`src/rtl/sra_pkg.sv`:
```
// Package: shared widths, command layout and access classification
// for the dual-port serial configuration register controller.
package sra_pkg;
    localparam int ADDR_W = 5;
    localparam int DATA_W = 10;
    localparam int WORD_W = 1 + ADDR_W + DATA_W;
    localparam int CNT_W  = $clog2(WORD_W + 1);
    localparam int NUM_REGS = 1 << ADDR_W;

    // Field order is fixed by the serial format: payload high, flag low.
    typedef struct packed {
        logic [DATA_W-1:0] data;
        logic [ADDR_W-1:0] addr;
        logic              rd;
    } cmd_t;

    typedef enum logic [1:0] {
        ACC_NONE  = 2'd0,
        ACC_WRITE = 2'd1,
        ACC_READ  = 2'd2,
        ACC_DENY  = 2'd3
    } acc_e;
endpackage

```
`src/rtl/sra_ser_port.sv`:
```
// Module: sra_ser_port
// One serial host port. Brings bit clock, frame sync and data into the
// clk domain, detects rising bit-clock edges, then assembles 16-bit
// commands and shifts replies out MSB first.
// Assumes: the bit clock is several clk periods per phase, and frame
// sync and data are stable around each rising bit-clock edge.
module sra_ser_port
    import sra_pkg::*;
#(
    parameter int SYNC_STAGES = 2
) (
    input  logic              clk,
    input  logic              rst_n,
    input  logic              sclk_i,
    input  logic              fsync_i,
    input  logic              sdi_i,
    output logic              sdo_o,
    output logic              word_vld_o,
    output logic [WORD_W-1:0] word_o,
    input  logic              tx_load_i,
    input  logic [WORD_W-1:0] tx_word_i
);
    localparam logic [CNT_W-1:0] FULL = CNT_W'(WORD_W);

    logic [2:0]        raw;
    logic [2:0]        smp;
    logic              sclk_q;
    logic              bit_rise;
    logic [WORD_W-1:0] rx_sr;
    logic [WORD_W-1:0] rx_dr;
    logic [CNT_W-1:0]  rx_cnt;
    logic              vld_q;
    logic [WORD_W-1:0] tx_dr;
    logic [WORD_W-1:0] tx_sr;
    logic [CNT_W-1:0]  tx_cnt;

    assign raw = {sclk_i, fsync_i, sdi_i};

    generate
        if (SYNC_STAGES == 0) begin : g_nosync
            assign smp = raw;
        end else begin : g_sync
            logic [2:0] chain [SYNC_STAGES];
            // Purpose: synchronizer chain carrying all three pins together.
            always_ff @(posedge clk) begin
                if (!rst_n) begin
                    for (int i = 0; i < SYNC_STAGES; i++) chain[i] <= '0;
                end else begin
                    chain[0] <= raw;
                    for (int i = 1; i < SYNC_STAGES; i++) chain[i] <= chain[i-1];
                end
            end
            assign smp = chain[SYNC_STAGES-1];
        end
    endgenerate

    // Purpose: remember the previous bit-clock level for edge detection.
    always_ff @(posedge clk) begin
        if (!rst_n) sclk_q <= 1'b0;
        else        sclk_q <= smp[2];
    end

    assign bit_rise = smp[2] & ~sclk_q;

    // Purpose: receive shift register, bit counter and receive data register.
    always_ff @(posedge clk) begin
        if (!rst_n) begin
            rx_sr  <= '0;
            rx_dr  <= '0;
            rx_cnt <= '0;
            vld_q  <= 1'b0;
        end else begin
            vld_q <= 1'b0;
            if (rx_cnt == FULL) begin
                rx_dr  <= rx_sr;
                vld_q  <= 1'b1;
                rx_cnt <= '0;
            end
            if (bit_rise) begin
                if (smp[1]) begin
                    rx_sr  <= {{(WORD_W-1){1'b0}}, smp[0]};
                    rx_cnt <= CNT_W'(1);
                end else if (rx_cnt != '0 && rx_cnt < FULL) begin
                    rx_sr  <= {rx_sr[WORD_W-2:0], smp[0]};
                    rx_cnt <= rx_cnt + 1'b1;
                end
            end
        end
    end

    // Purpose: transmit data register holding the reply for the next frame.
    always_ff @(posedge clk) begin
        if (!rst_n)         tx_dr <= '0;
        else if (tx_load_i) tx_dr <= tx_word_i;
    end

    // Purpose: transmit shift register and its bit counter.
    always_ff @(posedge clk) begin
        if (!rst_n) begin
            tx_sr  <= '0;
            tx_cnt <= '0;
        end else if (bit_rise) begin
            if (smp[1]) begin
                tx_sr  <= tx_dr;
                tx_cnt <= CNT_W'(1);
            end else if (tx_cnt != '0 && tx_cnt < FULL) begin
                tx_sr  <= {tx_sr[WORD_W-2:0], 1'b0};
                tx_cnt <= tx_cnt + 1'b1;
            end else begin
                tx_sr  <= '0;
                tx_cnt <= '0;
            end
        end
    end

    assign sdo_o      = tx_sr[WORD_W-1];
    assign word_vld_o = vld_q;
    assign word_o     = rx_dr;
endmodule

```
`src/rtl/sra_access_gate.sv`:
```
// Module: sra_access_gate
// Classifies one completed command as write, read or refused. It applies
// the live burst lockouts: the uplink window is locked during a transmit
// burst, and on the data-path port reads are locked during a receive burst.
// Assumes: UL_LO <= UL_HI and both fit in the address width.
module sra_access_gate
    import sra_pkg::*;
#(
    parameter int UL_LO     = 16,
    parameter int UL_HI     = 23,
    parameter bit DATA_PATH = 1'b0
) (
    input  logic vld_i,
    input  cmd_t cmd_i,
    input  logic rx_burst_i,
    input  logic tx_burst_i,
    output acc_e acc_o
);
    localparam logic [ADDR_W-1:0] LO = ADDR_W'(UL_LO);
    localparam logic [ADDR_W-1:0] HI = ADDR_W'(UL_HI);

    logic in_window;
    logic win_lock;
    logic rd_lock;
    logic [DATA_W-1:0] unused_data;

    assign unused_data = cmd_i.data;
    assign in_window = (cmd_i.addr >= LO) && (cmd_i.addr <= HI);
    assign win_lock  = tx_burst_i && in_window;
    assign rd_lock   = DATA_PATH && rx_burst_i && cmd_i.rd;

    // Purpose: pick the access class for this cycle.
    always_comb begin
        if (!vld_i)                 acc_o = ACC_NONE;
        else if (win_lock || rd_lock) acc_o = ACC_DENY;
        else if (cmd_i.rd)          acc_o = ACC_READ;
        else                        acc_o = ACC_WRITE;
    end
endmodule

```
`src/rtl/sra_reg_bank.sv`:
```
// Module: sra_reg_bank
// The configuration register array with two write ports and two read
// ports. Port B (control) has priority over port A (data path) when both
// write the same register. Reads return the value before this edge.
module sra_reg_bank
    import sra_pkg::*;
(
    input  logic                       clk,
    input  logic                       rst_n,
    input  logic                       a_we,
    input  logic [ADDR_W-1:0]          a_addr,
    input  logic [DATA_W-1:0]          a_wdata,
    output logic [DATA_W-1:0]          a_rdata,
    input  logic                       b_we,
    input  logic [ADDR_W-1:0]          b_addr,
    input  logic [DATA_W-1:0]          b_wdata,
    output logic [DATA_W-1:0]          b_rdata,
    output logic [NUM_REGS*DATA_W-1:0] flat_o
);
    logic [DATA_W-1:0] regs [NUM_REGS];

    generate
        for (genvar g = 0; g < NUM_REGS; g++) begin : g_reg
            // Purpose: one register, control port first.
            always_ff @(posedge clk) begin
                if (!rst_n)
                    regs[g] <= '0;
                else if (b_we && b_addr == ADDR_W'(g))
                    regs[g] <= b_wdata;
                else if (a_we && a_addr == ADDR_W'(g))
                    regs[g] <= a_wdata;
            end
            assign flat_o[g*DATA_W +: DATA_W] = regs[g];
        end
    endgenerate

    assign a_rdata = regs[a_addr];
    assign b_rdata = regs[b_addr];
endmodule

```
`src/rtl/dual_sreg_ctrl.sv`:
```
// Module: dual_sreg_ctrl
// Top level: two serial ports (index 0 = data path, 1 = control), a
// gate per port, the shared register bank, reply formation and sticky
// refusal flags.
// Assumes: rx_burst and tx_burst are synchronous to clk.
module dual_sreg_ctrl
    import sra_pkg::*;
#(
    parameter int UL_LO       = 16,
    parameter int UL_HI       = 23,
    parameter int SYNC_STAGES = 2
) (
    input  logic                       clk,
    input  logic                       rst_n,
    input  logic                       rx_burst,
    input  logic                       tx_burst,
    input  logic                       dp_sclk,
    input  logic                       dp_fsync,
    input  logic                       dp_sdi,
    output logic                       dp_sdo,
    input  logic                       cp_sclk,
    input  logic                       cp_fsync,
    input  logic                       cp_sdi,
    output logic                       cp_sdo,
    output logic                       dp_viol,
    output logic                       cp_viol,
    output logic [NUM_REGS*DATA_W-1:0] cfg_q
);
    localparam int PORTS = 2;

    logic [PORTS-1:0] sclk_v;
    logic [PORTS-1:0] fsync_v;
    logic [PORTS-1:0] sdi_v;
    logic [PORTS-1:0] sdo_v;
    logic [PORTS-1:0] vld_v;
    logic [PORTS-1:0] we_v;
    logic [PORTS-1:0] viol_v;
    cmd_t             cmd_v   [PORTS];
    acc_e             acc_v   [PORTS];
    logic [DATA_W-1:0] rdata_v [PORTS];

    assign sclk_v  = {cp_sclk, dp_sclk};
    assign fsync_v = {cp_fsync, dp_fsync};
    assign sdi_v   = {cp_sdi, dp_sdi};

    generate
        for (genvar p = 0; p < PORTS; p++) begin : g_port
            logic [WORD_W-1:0] word;
            logic [WORD_W-1:0] reply;
            logic              viol_r;

            sra_ser_port #(.SYNC_STAGES(SYNC_STAGES)) u_ser (
                .clk        (clk),
                .rst_n      (rst_n),
                .sclk_i     (sclk_v[p]),
                .fsync_i    (fsync_v[p]),
                .sdi_i      (sdi_v[p]),
                .sdo_o      (sdo_v[p]),
                .word_vld_o (vld_v[p]),
                .word_o     (word),
                .tx_load_i  (vld_v[p]),
                .tx_word_i  (reply)
            );

            assign cmd_v[p] = cmd_t'(word);

            sra_access_gate #(
                .UL_LO     (UL_LO),
                .UL_HI     (UL_HI),
                .DATA_PATH (p == 0)
            ) u_gate (
                .vld_i      (vld_v[p]),
                .cmd_i      (cmd_v[p]),
                .rx_burst_i (rx_burst),
                .tx_burst_i (tx_burst),
                .acc_o      (acc_v[p])
            );

            assign we_v[p] = (acc_v[p] == ACC_WRITE);

            // Purpose: reply word, register value plus echo on a granted read.
            always_comb begin
                if (acc_v[p] == ACC_READ)
                    reply = {rdata_v[p], cmd_v[p].addr, 1'b1};
                else
                    reply = '0;
            end

            // Purpose: sticky refusal flag, cleared only by reset.
            always_ff @(posedge clk) begin
                if (!rst_n)                  viol_r <= 1'b0;
                else if (acc_v[p] == ACC_DENY) viol_r <= 1'b1;
            end
            assign viol_v[p] = viol_r;
        end
    endgenerate

    sra_reg_bank u_bank (
        .clk     (clk),
        .rst_n   (rst_n),
        .a_we    (we_v[0]),
        .a_addr  (cmd_v[0].addr),
        .a_wdata (cmd_v[0].data),
        .a_rdata (rdata_v[0]),
        .b_we    (we_v[1]),
        .b_addr  (cmd_v[1].addr),
        .b_wdata (cmd_v[1].data),
        .b_rdata (rdata_v[1]),
        .flat_o  (cfg_q)
    );

    assign dp_sdo  = sdo_v[0];
    assign cp_sdo  = sdo_v[1];
    assign dp_viol = viol_v[0];
    assign cp_viol = viol_v[1];
endmodule

```
`config.mk`:
```
export PLATFORM = sky130hd
export DESIGN_NAME = dual_sreg_ctrl
export DESIGN_NICKNAME = d
export VERILOG_FILES = /design/src/rtl/sra_pkg.sv /design/src/rtl/sra_ser_port.sv /design/src/rtl/sra_access_gate.sv /design/src/rtl/sra_reg_bank.sv /design/src/rtl/dual_sreg_ctrl.sv
export SDC_FILE = /design/constraint.sdc
export NUM_CORES = 1
export LEC_CHECK = 0
export BUFFER_PORTS_ARGS = -buffer_cell sky130_fd_sc_hd__buf_2
export CORE_ASPECT_RATIO = 0.7
export CORE_MARGIN = 1.5
export CORE_UTILIZATION = 45
export CTS_CLUSTER_DIAMETER = 60
export DETAILED_ROUTE_END_ITERATION = 16
export GPL_TIMING_DRIVEN = 1
export HOLD_SLACK_MARGIN = 0.08
export PLACE_DENSITY = 0.67
export SYNTH_ARGS = -nofsm -noshare
export SYNTH_HDL_FRONTEND = slang
export SYNTH_HIERARCHICAL = 1
export SYNTH_SLANG_ARGS = --single-unit
```
`constraint.sdc`:
```
create_clock -name clk -period 3.1 [get_ports clk]
set_clock_uncertainty 0.05 [all_clocks]
set_input_delay 0.31 -clock clk [delete_from_list [all_inputs] [get_ports clk]]
set_output_delay 0.31 -clock clk [all_outputs]
set_load 0.01 [all_outputs]
```
* After elaboration in Yosys (flattened, before gate mapping) *
Memories as Yosys holds them, arrays and structs flattened. A register that Yosys moved wholly into a read port is not among the register bits.
Index checks and enable logic that the tools add are counted.

operators by class
  multiplexer cells = 328
  bitwise operators = 72
  div/mod/pow operators = 0
  shifts and indexed selects = 0
  add/sub/neg operators = 4
  reduce and logical (&&, ||, !) cells = 84
  $mul = 0
  equal/unequal tests = 70
  magnitude comparators = 8

operator list
  operator                                                               count
  10-bit 2-to-1 mux                                                      64
  1-bit 2-to-1 mux                                                       228
  5-bit equality test, second input constant                             34
  16-bit 2-to-1 mux                                                      10
  5-bit by 4-bit equality test with 1-bit output, second input constant  16
  5-bit 2-to-1 mux                                                       16
  1-bit logical AND                                                      73
  1-bit OR                                                               68
  5-bit by 3-bit equality test with 1-bit output, second input constant  8
  5-bit by 1-bit adder with 5-bit output, second input constant          4
  5-bit by 2-bit equality test with 1-bit output, second input constant  4
  5-bit less-than comparator, second input constant                      4
  5-bit nonzero test                                                     4
  2-bit 2-to-1 mux                                                       6
  3-bit 2-to-1 mux                                                       4
  5-bit by 1-bit equality test with 1-bit output, second input constant  2
  5-bit greater-or-equal comparator, second input constant               2
  5-bit less-or-equal comparator, second input constant                  2
  5-bit logical NOT                                                      2
  2-bit equality test, second input constant                             4
  2-bit by 1-bit equality test with 1-bit output, second input constant  2
  2-bit AND reduction                                                    2
  2-bit nonzero test                                                     2
  1-bit bitwise AND                                                      2
  other kinds (2)                                                        3

storage, ports and cells
  logic and storage cells = 587
  bits of input ports = 10
  latch bits = 0
  memories kept = 3
  bits in writable memories = 332
  ROM bits = 0
  flip-flop bits (word level) = 154

memory list
  memory                        depth  width  read ports  clocked after memory_dff  write ports  RTL line            source
  u_bank.regs                   32     10     34          2                         32           sra_reg_bank.sv:20  logic [DATA_W-1:0] regs [NUM_REGS];
  g_port[0].u_ser.g_sync.chain  2      3      2           0                         2            sra_ser_port.sv:43  logic [2:0] chain [SYNC_STAGES];
  g_port[1].u_ser.g_sync.chain  2      3      2           0                         2            sra_ser_port.sv:43

* Logic depth before layout (Yosys ltp) *
  depth after elaboration = 13
  mapped depth = 12
  depth with buffers taken out = 8

* Modules after synthesis *
Netlist, hierarchy kept.

modules (own cells, without submodules)
  module                              cells an instance  instances  seq. area each (um^2)  area an instance (um^2)
  sra_reg_bank                        1477               1          9609.2                 19743.9
  sra_ser_port (g_port[1].u_ser)      345                1          1641.6                 3121.7
  sra_ser_port (g_port[0].u_ser)      341                1          1641.6                 3108.0
  dual_sreg_ctrl                      42                 1          40.0                   355.3
  sra_access_gate (g_port[0].u_gate)  6                  1          0.0                    42.5
  sra_access_gate (g_port[1].u_gate)  4                  1          0.0                    38.8

* Least setup slack after synthesis *
Ideal clock, no wire load.

  kind = flip-flop to flip-flop
  start point = register g_port[1].u_ser.rx_dr[5]
  end point = memory u_bank.regs[1][0] (enable)
  library setup time = 0.383 ns
  cell stages (with the launch flop) = 8
  clock period less this slack = 2.864 ns
  data arrival time = 2.431 ns
  slack = 0.236 ns
  path through = dfxtp_1 -> nand3b_4 -> a21boi_1 -> and2b_2 -> or3b_1 -> or2_2 -> buf_2 -> o221ai_1

RTL lines
  what                      RTL line            source
  start: declaration        sra_ser_port.sv:30  logic [WORD_W-1:0] rx_dr;
  start signal: assignment  sra_ser_port.sv:75  rx_dr <= rx_sr;
  end: declaration          sra_reg_bank.sv:20

* Worst setup path in the final report *
  start point = register g_port[1].u_ser.rx_dr[1]
  end point = register g_port[1].u_ser.tx_dr[12]

on the way
  cells in the longest elaborated chain, start to end = 7

ends and longest elaborated chain
  what                                                                                        RTL line               source
  5-bit greater-or-equal comparator / 5-bit less-or-equal comparator (equally long branches)  sra_access_gate.sv:28  assign in_window = (cmd_i.addr >= LO) && (cmd_i.addr <= HI);
  1-bit logical AND (*)                                                                       sra_access_gate.sv:28
  1-bit logical AND (*)                                                                       sra_access_gate.sv:29  assign win_lock = tx_burst_i && in_window;
  2-bit 2-to-1 mux (*)                                                                        sra_access_gate.sv:35  else if (win_lock || rd_lock) acc_o = ACC_DENY;
  2-bit 2-to-1 mux (*)                                                                        sra_access_gate.sv:34  if (!vld_i) acc_o = ACC_NONE;
  2-bit equality test (*)                                                                     dual_sreg_ctrl.sv:83   if (acc_v[p] == ACC_READ)
  16-bit 2-to-1 mux (*)                                                                       dual_sreg_ctrl.sv:83
  net g_port[1].reply[12]                                                                     dual_sreg_ctrl.sv:49   logic [WORD_W-1:0] reply;
  end signal: assignment                                                                      sra_ser_port.sv:94     else if (tx_load_i) tx_dr <= tx_word_i;
  end: declaration                                                                            sra_ser_port.sv:33     logic [WORD_W-1:0] tx_dr;

Mark *: on every way through the listed nets, which the timed path passes. The rest lies on a longest branch.
A chain may end at the register's enable or synchronous reset.

==> impl_metrics.csv <==
group,metric,value,unit
placed_design,place_ws,-0.4561,ns
hold_path,min_path_type,"primary input to register",
timing,slew_headroom,7.674,%
yosys,synth_compound_area_share,19.54,%
placed_design,place_inst,3260,
run_status,status,"complete, but fails checks",
drt,avgRoutedWirePerCell,33.63,microns
global_route,grt_pass1_wl,156700,microns
timing,setup_violations,1,
drt,final_antenna_net_count,0,
drt,drc,0,
critical_path,crit_type,"register to register",
critical_path,worst-path-stages,7,
critical_path,cpMostUsedCell,"nor2_1",
global_route,grt-busiest-layer,"met2",
power,p_per_area,455.1,mW/mm^2
finish,nNetsFinal,2576,
timing,drv_slew,0,
clocking,clk_pin_slew_worst_paths,0.07,ns
clocking,root_buffer,"clkbuf_16",
global_route,use_met1,49.32,%
run,drv_cap,0,
floorplan,die_h,205.7,microns
placed_design,gp_congestion,0.9842,
global_route,grt_usage,36.27,%
finish,layout-drive-gt1-share,32.31,%
yosys,muxShareOfSynthArea,15.66,%
global_route,antenna_found_initial,2,
critical_path,cp-start-kind,"register",
critical_path,path_cells,"buf_4 -> mux4_2 -> a2111oi_1 -> nor2_1 -> and2_2 -> mux2i_1 -> nor2_1",
yosys,avgSynthCellArea,11.92,sq um
yosys,syn-instance-count,2215,
yosys,synthArstFlopShare,0,%
finish,fin_util,53.45,%
clocking,clock_path_buffers,3,
yosys,yosys-top-cells-area,"edfxtp_1 (36%), dfxtp_1 (13%), a22o_1 (11%)",
clocking,cts_tree,"done",
yosys,ys_types,77,
critical_path,endpoint_kind,"register",
timing,finalSetupTns,-0.04263,ns
drt,vias_per_cell,6.956,
run_status,violations,"negative setup slack",
yosys,netlist_area,0.02641,sq mm
timing,post-route-period-util,101.4,%
finish,finalNonFillerCells,3359,
drt,drt_pass1_iterations,6,
global_route,grt_pass1_vias,21460,
timing,rsz0062_at_grt,"no",
timing,worstMarginPinSlew,1.380,ns
floorplan,design.die.area,0.06018,sq mm
floorplan,die_x,292.6,microns
drt,wl,113000,microns
yosys,synth_top_family_by_area,"compound AO/OA/AOI/OAI gates",
yosys,synth_commonest_cells,"a22o_1 (320), edfxtp_1 (320), nand2_1 (172)",
placed_design,io_buffer_count,333,
floorplan,core-area,0.05815,sq mm
drt,drtIter0Drc,3795,
power,p_switching,0.003459,W
power,ir_drop,0.3317,mV
global_route,overflow,0,
floorplan,start_util,45.42,%
power,clkPwrFrac,42.5,%
timing,max_freq,0.3182,GHz
power,p_int,0.01068,W
timing,final_hold_viol_count,0,
critical_path,critPathTopFamily,"compound AO/OA/AOI/OAI gates",
placed_design,dpl.hpwl,78390,microns
power,switching_share,24.46,%
finish,area.growth.synth_to_final,17.67,%
timing,setup_slack,-0.04263,ns
clocking,cts_sinks,486,
yosys,synthSimpleGateAreaFrac,11.11,%
yosys,yosysWarningCount,6,
critical_path,required,3.52,ns
power,pwr-share-seq,51.9,%
finish,fillers,4982,
clocking,cts_buffers,49,
clocking,htree_levels,2,
timing,min_period,3.143,ns
global_route,grt_max_degree,59,
yosys,yosys_register_bits,486,
floorplan,rows,74,
critical_path,critPathBufInv,1,
critical_path,slowest_delay,0.80,ns
floorplan,ios,334,
yosys,synth_top_area_share,36.38,%
placed_design,placed_area,0.02941,sq mm
yosys,yosys.area.top_type,"edfxtp_1",
finish,stdcell_area,0.03108,sq mm
clocking,clk_latency,0.62,ns
critical_path,slowest_stage,"a2111oi_1",
yosys,syn_nets,2233,
critical_path,reg2reg_depth,7,
yosys,synth-adder-area-share,0.3790,%
hold_path,min_path_cells,5,
yosys,synth_edf_count,320,
global_route,use_met3,14.83,%
yosys,ys.flop_type,"edfxtp_1",
power,comb_power_share,5.6,%
drt,vias,23370,
yosys,ys_seq_area_share,48.97,%
yosys,synth-xor-area-share,0,%
critical_path,crit_fanout,23,
critical_path,crit_arrival,3.56,ns
global_route,met2_usage,51.76,%
power,leakage,11.08,nW
==> cell families after synthesis <==
logic type | count (synthesis)
AO/OA/AOI/OAI | 664
adder cells (fa/ha/maj) | 8
buffers and inverters | 240
flip-flops | 486
multiplexers | 289
AND/OR/NAND/NOR | 528
==> placed cells by master, fill, tap and decap left out, types with 48 or more instances in the layout <==
cell type	count
buf_2	332
mux2i_1	157
a22o_1	320
clkbuf_16	52
a21oi_1	105
o21ai_0	48
buf_4	166
nand2_1	172
dfxtp_1	158
mux4_2	83
edfxtp_1	320
nor2_1	114
==> per-layer routing <==
| layer | vias to the layer above | share of wire, % |
|---|---|---|
| met5 | - | 0.052 |
| met4 | 2 | 4.1 |
| met3 | 290 | 16 |
| met2 | 1989 | 42 |
| met1 | 11630 | 38 |
| li1 | 9451 | - |
==> state kept, by name, summed over array words and instances, names as in the netlist, 2 cells and up <==
signal	count
g_port.u_ser/sclk_q	2
g_port.u_ser/rx_sr	32
g_port.u_ser/tx_sr	32
g_port.u_ser/word_vld_o	2
g_port.u_ser/rx_cnt	10
g_port.u_ser/tx_dr	32
g_port.u_ser/tx_cnt	10
g_port.u_ser/g_sync.chain	12
g_port.u_ser/word_o	32
u_bank/regs	320
==> metrics by stage <==
step | power, W | hold WS (ns)
4_1_cts | 0.01413 | 0.1971
5_1_grt | 0.01446 | 0.2985
3_3_place_gp | 0.008214 | 0.3687
3_5_place_dp | 0.008221 | 0.3685
2_1_floorplan | 0.007733 | 0.3619
6_report | 0.01414 | 0.2252
==> power groups by stage <==
stage | logic, W | clock network (W) | registers [W]
after CTS | 0.000775 | 0.00603 | 0.00732
final | 0.000789 | 0.00601 | 0.00734
after global placement | 0.000756 | 0 | 0.00746
after detailed placement | 0.000765 | 0 | 0.00746
after global routing | 0.000833 | 0.00629 | 0.00734
after floorplan | 0.000322 | 0 | 0.00741
==> worst reg2reg max path, stage by stage (launching register included) <==
cell	delay (ns)
dfxtp_4	0.65
buf_4	0.43
mux4_2	0.59
a2111oi_1	0.80
nor2_1	0.10
and2_2	0.20
mux2i_1	0.12
nor2_1	0.05
==> repair_timing <==
item	4_1_cts	5_1_grt
hold endpoints to repair	6	0
gates resized for setup	3	0
hold buffers	6	0
cloned	0	0
buffers inserted	0	1
pin swaps	0	0
endpoints found under the setup margin	2	27
==> final timing paths <==
| path | start | endpoint | slack (ns) |
|---|---|---|---|
| max | g_port[1].u_ser/word_o[1]$_SDFFE_PN0P_ | g_port[1].u_ser/tx_dr[12]$_SDFFE_PN0P_ | -0.04 |
| min | tx_burst | dp_viol$_SDFFE_PN0N_ | 0.23 |
| max reg2reg | g_port[1].u_ser/word_o[1]$_SDFFE_PN0P_ | g_port[1].u_ser/tx_dr[12]$_SDFFE_PN0P_ | -0.04 |
| min reg2reg | g_port[1].u_ser/g_sync.chain[0][0]$_SDFF_PN0_ | g_port[1].u_ser/g_sync.chain[0][3]$_SDFF_PN0_ | 0.38 |
==> cell type report <==
class                   count  area, sq um  share of cell area [%]
repair buffers            514         3168                   10.19
multi-input cells        1489        12360                   39.76
well taps                 760        950.9                   3.060
clock buffers              65         1371                   4.413
clock inverters            25        206.4                  0.6643
inverters                  18        67.56                  0.2174
flip-flops and latches    486        12950                   41.67
diodes                      2        5.005                 0.01610
(Power assumes the default switching activity.)
